### config.mk
export PLATFORM = sky130hd
export DESIGN_NAME = pulse_swallow_divider
export DESIGN_NICKNAME = d
export VERILOG_FILES = /design/src/rtl/psd_pkg.sv /design/src/rtl/psd_prescaler.sv /design/src/rtl/psd_swallow_ctr.sv /design/src/rtl/pulse_swallow_divider.sv
export SDC_FILE = /design/constraint.sdc
export NUM_CORES = 1
export LEC_CHECK = 0
export BUFFER_PORTS_ARGS = -buffer_cell sky130_fd_sc_hd__buf_4
export CAP_MARGIN = 20
export CORE_MARGIN = 4
export CORE_UTILIZATION = 44
export CTS_BUF_LIST = sky130_fd_sc_hd__clkbuf_8
export CTS_CLUSTER_SIZE = 14
export DETAILED_ROUTE_END_ITERATION = 16
export HOLD_SLACK_MARGIN = 0.15
export MAX_ROUTING_LAYER = met4
export PLACE_DENSITY = 0.65
export SETUP_SLACK_MARGIN = 0.5
export SLEW_MARGIN = 5
export SYNTH_ARGS = -nofsm -noshare
export SYNTH_HDL_FRONTEND = slang
export SYNTH_SLANG_ARGS = --single-unit
### constraint.sdc
create_clock -name clk_i -period 2.8 [get_ports clk_i]
set_input_delay 0.84 -clock clk_i [delete_from_list [all_inputs] [get_ports clk_i]]
set_output_delay 0.84 -clock clk_i [all_outputs]
set_load 0.01 [all_outputs]
### src/rtl/psd_pkg.sv
package psd_pkg;
    localparam int unsigned A_WIDTH   = 6;
    localparam int unsigned B_WIDTH   = 12;
    localparam int unsigned SEL_WIDTH = 2;
    localparam int unsigned BASE_LOG2 = 3;

    typedef enum logic [1:0] {
        MOD_8  = 2'b00,
        MOD_16 = 2'b01,
        MOD_32 = 2'b10,
        MOD_64 = 2'b11
    } modsel_e;
endpackage

### src/rtl/psd_prescaler.sv
module psd_prescaler #(
    parameter int unsigned SEL_W   = psd_pkg::SEL_WIDTH,
    parameter int unsigned BASE_LG = psd_pkg::BASE_LOG2
) (
    input  logic             clk_i,
    input  logic             rst_ni,
    input  logic             en_i,
    input  logic [SEL_W-1:0] sel_i,
    input  logic             mod_hi_i,
    output logic             tick_o
);
    localparam int unsigned MAX_LG = BASE_LG + (1 << SEL_W) - 1;
    localparam int unsigned PC_W   = MAX_LG + 1;

    typedef struct packed {
        logic [PC_W-1:0] pc;
    } pre_state_t;

    pre_state_t s_d, s_q;
    logic [PC_W-1:0] base_p;
    logic [PC_W-1:0] term;

    always_comb begin
        base_p = PC_W'(1) << (BASE_LG + 32'(sel_i));
        // last count of this prescaler cycle: P-1 or P
        term   = mod_hi_i ? base_p : base_p - PC_W'(1);
        tick_o = en_i && (s_q.pc == term);
        s_d    = s_q;
        if (!en_i) begin
            s_d.pc = '0;
        end else if (tick_o) begin
            s_d.pc = '0;
        end else begin
            s_d.pc = s_q.pc + PC_W'(1);
        end
    end

    always_ff @(posedge clk_i or negedge rst_ni) begin
        if (!rst_ni) begin
            s_q <= '0;
        end else begin
            s_q <= s_d;
        end
    end
endmodule

### src/rtl/psd_swallow_ctr.sv
module psd_swallow_ctr #(
    parameter int unsigned A_W   = psd_pkg::A_WIDTH,
    parameter int unsigned B_W   = psd_pkg::B_WIDTH,
    parameter int unsigned SEL_W = psd_pkg::SEL_WIDTH
) (
    input  logic             clk_i,
    input  logic             rst_ni,
    input  logic [A_W-1:0]   a_i,
    input  logic [B_W-1:0]   b_i,
    input  logic [SEL_W-1:0] sel_i,
    input  logic             tick_i,
    output logic [SEL_W-1:0] sel_o,
    output logic             mod_o,
    output logic             pulse_o,
    output logic             init_o
);
    typedef struct packed {
        logic             init;
        logic [A_W-1:0]   a_left;
        logic [B_W-1:0]   b_left;
        logic [SEL_W-1:0] sel;
        logic             mod;
        logic             pulse;
    } ctr_state_t;

    ctr_state_t s_d, s_q;
    logic [A_W-1:0] a_dec;

    always_comb begin
        s_d       = s_q;
        s_d.pulse = 1'b0;
        a_dec     = (s_q.a_left != '0) ? s_q.a_left - A_W'(1) : '0;
        if (s_q.init) begin
            // first load after reset, no output pulse
            s_d.init   = 1'b0;
            s_d.a_left = a_i;
            s_d.b_left = b_i;
            s_d.sel    = sel_i;
            s_d.mod    = (a_i != '0);
        end else if (tick_i) begin
            if (s_q.b_left == B_W'(1)) begin
                s_d.a_left = a_i;
                s_d.b_left = b_i;
                s_d.sel    = sel_i;
                s_d.mod    = (a_i != '0);
                s_d.pulse  = 1'b1;
            end else begin
                s_d.b_left = s_q.b_left - B_W'(1);
                s_d.a_left = a_dec;
                s_d.mod    = (a_dec != '0);
            end
        end
    end

    always_ff @(posedge clk_i or negedge rst_ni) begin
        if (!rst_ni) begin
            s_q      <= '0;
            s_q.init <= 1'b1;
        end else begin
            s_q <= s_d;
        end
    end

    assign sel_o   = s_q.sel;
    assign mod_o   = s_q.mod;
    assign pulse_o = s_q.pulse;
    assign init_o  = s_q.init;
endmodule

### src/rtl/pulse_swallow_divider.sv
module pulse_swallow_divider #(
    parameter int unsigned A_W     = psd_pkg::A_WIDTH,
    parameter int unsigned B_W     = psd_pkg::B_WIDTH,
    parameter int unsigned SEL_W   = psd_pkg::SEL_WIDTH,
    parameter int unsigned BASE_LG = psd_pkg::BASE_LOG2
) (
    input  logic             clk_i,
    input  logic             rst_ni,
    input  logic [A_W-1:0]   a_val_i,
    input  logic [B_W-1:0]   b_val_i,
    input  logic [SEL_W-1:0] psel_i,
    output logic             div_pulse_o,
    output logic             mod_ctl_o
);
    logic [SEL_W-1:0] sel_lat;
    logic             init_busy;
    logic             pre_tick;

    psd_prescaler #(
        .SEL_W   (SEL_W),
        .BASE_LG (BASE_LG)
    ) u_pre (
        .clk_i    (clk_i),
        .rst_ni   (rst_ni),
        .en_i     (!init_busy),
        .sel_i    (sel_lat),
        .mod_hi_i (mod_ctl_o),
        .tick_o   (pre_tick)
    );

    psd_swallow_ctr #(
        .A_W   (A_W),
        .B_W   (B_W),
        .SEL_W (SEL_W)
    ) u_ctr (
        .clk_i   (clk_i),
        .rst_ni  (rst_ni),
        .a_i     (a_val_i),
        .b_i     (b_val_i),
        .sel_i   (psel_i),
        .tick_i  (pre_tick),
        .sel_o   (sel_lat),
        .mod_o   (mod_ctl_o),
        .pulse_o (div_pulse_o),
        .init_o  (init_busy)
    );
endmodule

== After elaboration in Yosys (flattened, before gate mapping) ==
Cells that the tools add are included.
Storage, ports and cells
  input bits: 22
  logic and storage cells: 34
  output and inout port bits: 2
  memories kept: 0
  memory bits (writable): 0
  bits in latches: 0
  flip-flop bits (word level): 30
  bits in read-only memories: 0
Cells by class
  add/sub/neg operators: 5
  $lt $le $gt $ge: 0
  reduce and logical (&&, ||, !) cells: 8
  mux-type cells: 11
  equal/unequal tests: 2
  shift-type cells: 1
  $mul: 0
  div/mod/pow operators: 0
  bitwise operators: 0
Operators by type and width (number)
  << shifter 1 x 32 -> 7 bit (first input constant): 1
  2-to-1 mux 22 bit: 1
  2-to-1 mux 21 bit: 1
  2-to-1 mux 7 bit: 3
  2-to-1 mux 18 bit: 1
  nonzero test 6 bit: 3
  equality test 12 x 1 -> 1 bit (second input constant): 1
  subtractor 12 x 1 -> 12 bit (second input constant): 1
  adder 7 x 1 -> 7 bit (second input constant): 1
  equality test 7 bit: 1
  subtractor 7 x 1 -> 7 bit (second input constant): 1
  2-to-1 mux 6 bit: 1
  subtractor 6 x 1 -> 6 bit (second input constant): 1
  nonzero test 2 bit: 2
  adder 2 x 2 -> 3 bit (first input constant): 1
  2-to-1 mux 1 bit: 3
  2-to-1 mux 2 bit: 1
  AND reduction 2 bit: 1
  logical AND 1 bit: 1
  zero test 1 bit: 1

== Logic depth before layout (Yosys ltp) ==
  depth after elaboration: 8
  mapped depth: 9
  depth with buffers taken out: 8

== Hierarchy ==
A second synthesis with hierarchy kept.
Second synthesis, totals
  cells, all modules: 220
  area total of the unflattened synthesis: 2025.7 sq um
Modules (own cells, without submodules)
  psd_swallow_ctr: cells an instance 162, area each 1445.1 sq um, sequential area each 576.8 sq um, instances 1
  psd_prescaler: cells an instance 57, area each 576.8 sq um, sequential area each 175.2 sq um, instances 1
  pulse_swallow_divider: cells an instance 1, area each 3.8 sq um, sequential area each 0.0 sq um, instances 1

== Worst setup path before layout ==
Ideal clock, no wire load.
  path kind: flip-flop to flip-flop
  from: reg u_ctr.s_q (netlist bit u_ctr.mod_o)
  to: reg u_ctr.s_q[13] in the netlist's numbering
  required time: 2.674 ns
  period minus slack after synthesis: 2.129 ns
  setup time: 0.126 ns
  slack: 0.671 ns
  buffers on the path: 2
  cell stages (with the launch flop): 9
  arrival time: 2.003 ns
  cell sequence: dfrtp_1 buf_6 xor2_2 xnor2_1 a311oi_4 and2_1 buf_4 o21ai_0 a311o_1
Between the ends
  cells in the longest elaborated chain, start to end: 4
RTL lines
  start, declared: RTL line psd_swallow_ctr.sv:26  | ctr_state_t s_d, s_q;
  2-to-1 mux 7 bit: RTL line psd_prescaler.sv:26  | term = mod_hi_i ? base_p : base_p - PC_W'(1);
  equality test 7 bit: RTL line psd_prescaler.sv:27  | tick_o = en_i && (s_q.pc == term);
  logical AND 1 bit: RTL line psd_prescaler.sv:27
  nonzero test 2 bit (no source line)
Every way passes these cells.
A chain may end at the register's enable or synchronous reset.

== Worst setup path after layout ==
  from: reg u_ctr.s_q (netlist bit u_ctr.mod_o)
  to: reg u_ctr.s_q[11] in the netlist's numbering
The elaborated chain is that of the path after synthesis.

==> impl_metrics.tcl <==
set metrics [dict create \
    regToRegSetupSlack_ns 0.67 \
    final_nets 283 \
    rr_startpoint "u_ctr.mod_o$_DFFE_PN0P_" \
    layout_common_cells "buf_4, nor2_1, dfrtp_1" \
    tritoncts "done" \
    dr.max_layer_used "met4" \
    setup_viol 0 \
    postRouteAntennaNets 0 \
    netlist_area_um2 1960 \
    drt_iter0_drc 90 \
    crit_path_end_kind "register" \
    worst-path-buf-inv 1 \
    core_um2 4320 \
    worstRegToRegCells 7 \
    route.met2.wl_um 2130 \
    fin_tns_setup_ns 0 \
    crit_chain "xnor2_1 -> or3_1 -> and4b_1 -> and2_1 -> buf_4 -> and3_1 -> a221oi_2" \
    timing.fmax_mhz 469 \
    powerDensity_nw_per_um2 529 \
    route.vias.total 1755 \
    holdBufCountCts 0 \
    drt_wl_total_um 4550 \
    slew_viol_final 0 \
    ys.flop_type "dfrtp_1" \
    cts_buffer_depth 2 \
    die_area_um2 5590 \
    rsz0062_at_grt "false" \
    fin_util 0.532 \
    min_period_ns 2.13 \
    clk_transition_reported_paths_ns 0.07 \
    track_usage 0.192 \
    cap_violations 0 \
    initial_core_util 0.453 \
    cp_max_fo 12 \
    wl_per_cell_um 14.8 \
    critPathSlowestCell "dfrtp_2" \
    final_common_cell "buf_4" \
    crit_type "register to register" \
    design_area_um2 2300 \
    slowest_delay_ns 0.49 \
    crit_family "simple AND/OR/NAND/NOR gates" \
    first_global_vias 1684 \
    dpl.hpwl_um 3260 \
    grt_overflow 0 \
    vdd_ir_drop_max_mv 0.244 \
    route.detailed.drc 0 \
    htree_levels 2 \
    synth_area_per_cell_um2 8.68 \
    placedCellCount 299 \
    syn_inst 226 \
    final_cells 308 \
    wl_met3_um 226 \
    status "finished, final reports clean" \
    ys_seq_area_frac 0.384 \
    crit_path_start_kind "register" \
    synth_area_leader_cell "dfrtp_1" \
    drt-pass1-iter-count 4 \
    p_total_uw 1220 \
    wl_met1_um 2140 \
    synth_top_cell_area_share 0.370 \
    clock-root-buffer "clkbuf_8" \
    hold_viol 0 \
    synth_edf_count 0 \
    yosys_warnings 0 \
    io-pin-count 24 \
    worstPathRequired_ns 2.99 \
    leakagePower_uw 0.000974 \
    synth_async_sr_flop_share 1.00 \
    dieWidth_um 74.8 \
    portBuffers 23 \
    yosys_register_bits 30 \
    grt_pass1_wl_um 7960 \
    skew_ns 0.00773 \
    antenna_found_initial 0 \
    hold_path_class "primary input to asynchronous set/reset pin" \
    grt_max_degree 31 \
    viasPerCell 5.70 \
    clk-insertion-delay-late_ns 0.29 \
    cts_buffers 5 \
    clkSinkCount 30 \
    synthDistinctLibCells 49 \
    area_delta_synth_final_pct 17.3 \
    synth_area_leaders "dfrtp_1, nor2_1, ha_1, a21oi_1, o21ai_0" \
    drive_gt1_frac 0.191 \
    place_area_um2 2190 \
    place_congestion 0.833 \
    fp-row-count 24 \
    die_h_um 74.8 \
    num_antenna_cells 0 \
    regToRegEndpoint "u_ctr.s_q[11]$_DFFE_PN0P_" \
    worstPathArrival_ns 2.32 \
    min_period_over_period 0.761 \
]
==> stage by stage <==
step | setup slack (ns) | hold WS, ns
2_1_floorplan | 0.671 | 0.469
3_3_place_gp | 0.563 | 0.505
3_5_place_dp | 0.514 | 0.507
4_1_cts | 0.563 | 0.484
5_1_grt | 0.524 | 0.499
6_report | 0.670 | 0.473
==> worst max-delay path by stage <==
stage	depth (start not counted)	end	slack [ns]	start
CTS	7	u_ctr.s_q[13]$_DFFE_PN0P_	0.56	u_ctr.mod_o$_DFFE_PN0P_
detailed placement	7	u_ctr.s_q[13]$_DFFE_PN0P_	0.51	u_ctr.mod_o$_DFFE_PN0P_
floorplan	8	u_ctr.s_q[13]$_DFFE_PN0P_	0.67	u_ctr.mod_o$_DFFE_PN0P_
global route	8	u_ctr.mod_o$_DFFE_PN0P_	0.52	u_ctr.s_q[5]$_DFFE_PN0P_
global placement	7	u_ctr.s_q[19]$_DFFE_PN0P_	0.56	u_ctr.mod_o$_DFFE_PN0P_
finish	7	u_ctr.s_q[11]$_DFFE_PN0P_	0.67	u_ctr.mod_o$_DFFE_PN0P_
==> cell type report <==
| type | instances | area, um2 |
|---|---|---|
| clock buffers | 6 | 82.6 |
| clock inverters | 2 | 8.76 |
| fillers | 422 | 2020 |
| inverters | 11 | 41.3 |
| multi-input cells | 176 | 1120 |
| flip-flops and latches | 30 | 753 |
| well taps | 52 | 65.1 |
| repair buffers | 31 | 233 |
==> synth_stat cells (all sizes together), types with 3 or more instances <==
cell / n
and2: 3
nor2: 29
nand4: 3
nor4: 4
nor3b: 3
and3: 5
a21oi: 14
clkbuf: 3
or3: 3
mux2i: 5
nor3: 11
inv: 11
xor2: 3
o21ai: 14
buf: 7
ha: 6
a31oi: 5
nand2: 16
dfrtp: 29
nand3: 10
xnor2: 6
==> power breakdown <==
group,leakage [uW],internal [uW],switching [uW]
combinational,0.000563,145,173
sequential,0.000359,479,59.2
clock,0.0000524,194,166
==> sequential cells by signal, indices dropped and copies added, names as in the netlist <==
name,flops
u_ctr.sel_o,2
u_ctr.mod_o,1
u_ctr.s_q,18
u_ctr.init_o,1
u_ctr.pulse_o,1
u_pre.s_q,7
==> kinds of logic after synthesis <==
group	synth area share
simple gates	0.244
other cells	0.00383
fa+ha+maj	0.0383
flops	0.384
mux	0.0255
compound gates	0.209
xor+xnor	0.0440
buf+inv	0.0523
==> per-layer routing <==
layer,vias up,global-route usage
li1,872,-
met1,843,0.260
met4,0,0.0731
met2,35,0.281
met5,-,-
met3,5,0.0427
==> worst register-to-register path, cell delays in order, from the launching register on <==
cell and delay (ns):
dfrtp_2 0.49, xnor2_1 0.16, or3_1 0.30, and4b_1 0.29, and2_1 0.18, buf_4 0.17
and3_1 0.18, a221oi_2 0.26
==> repair_timing <==
action,CTS,global route
pin swaps,0,1
setup endpoints to repair,2,13
buffers inserted,0,1
resized for setup,1,1
gates cloned,0,0
(Power assumes the default switching activity.)
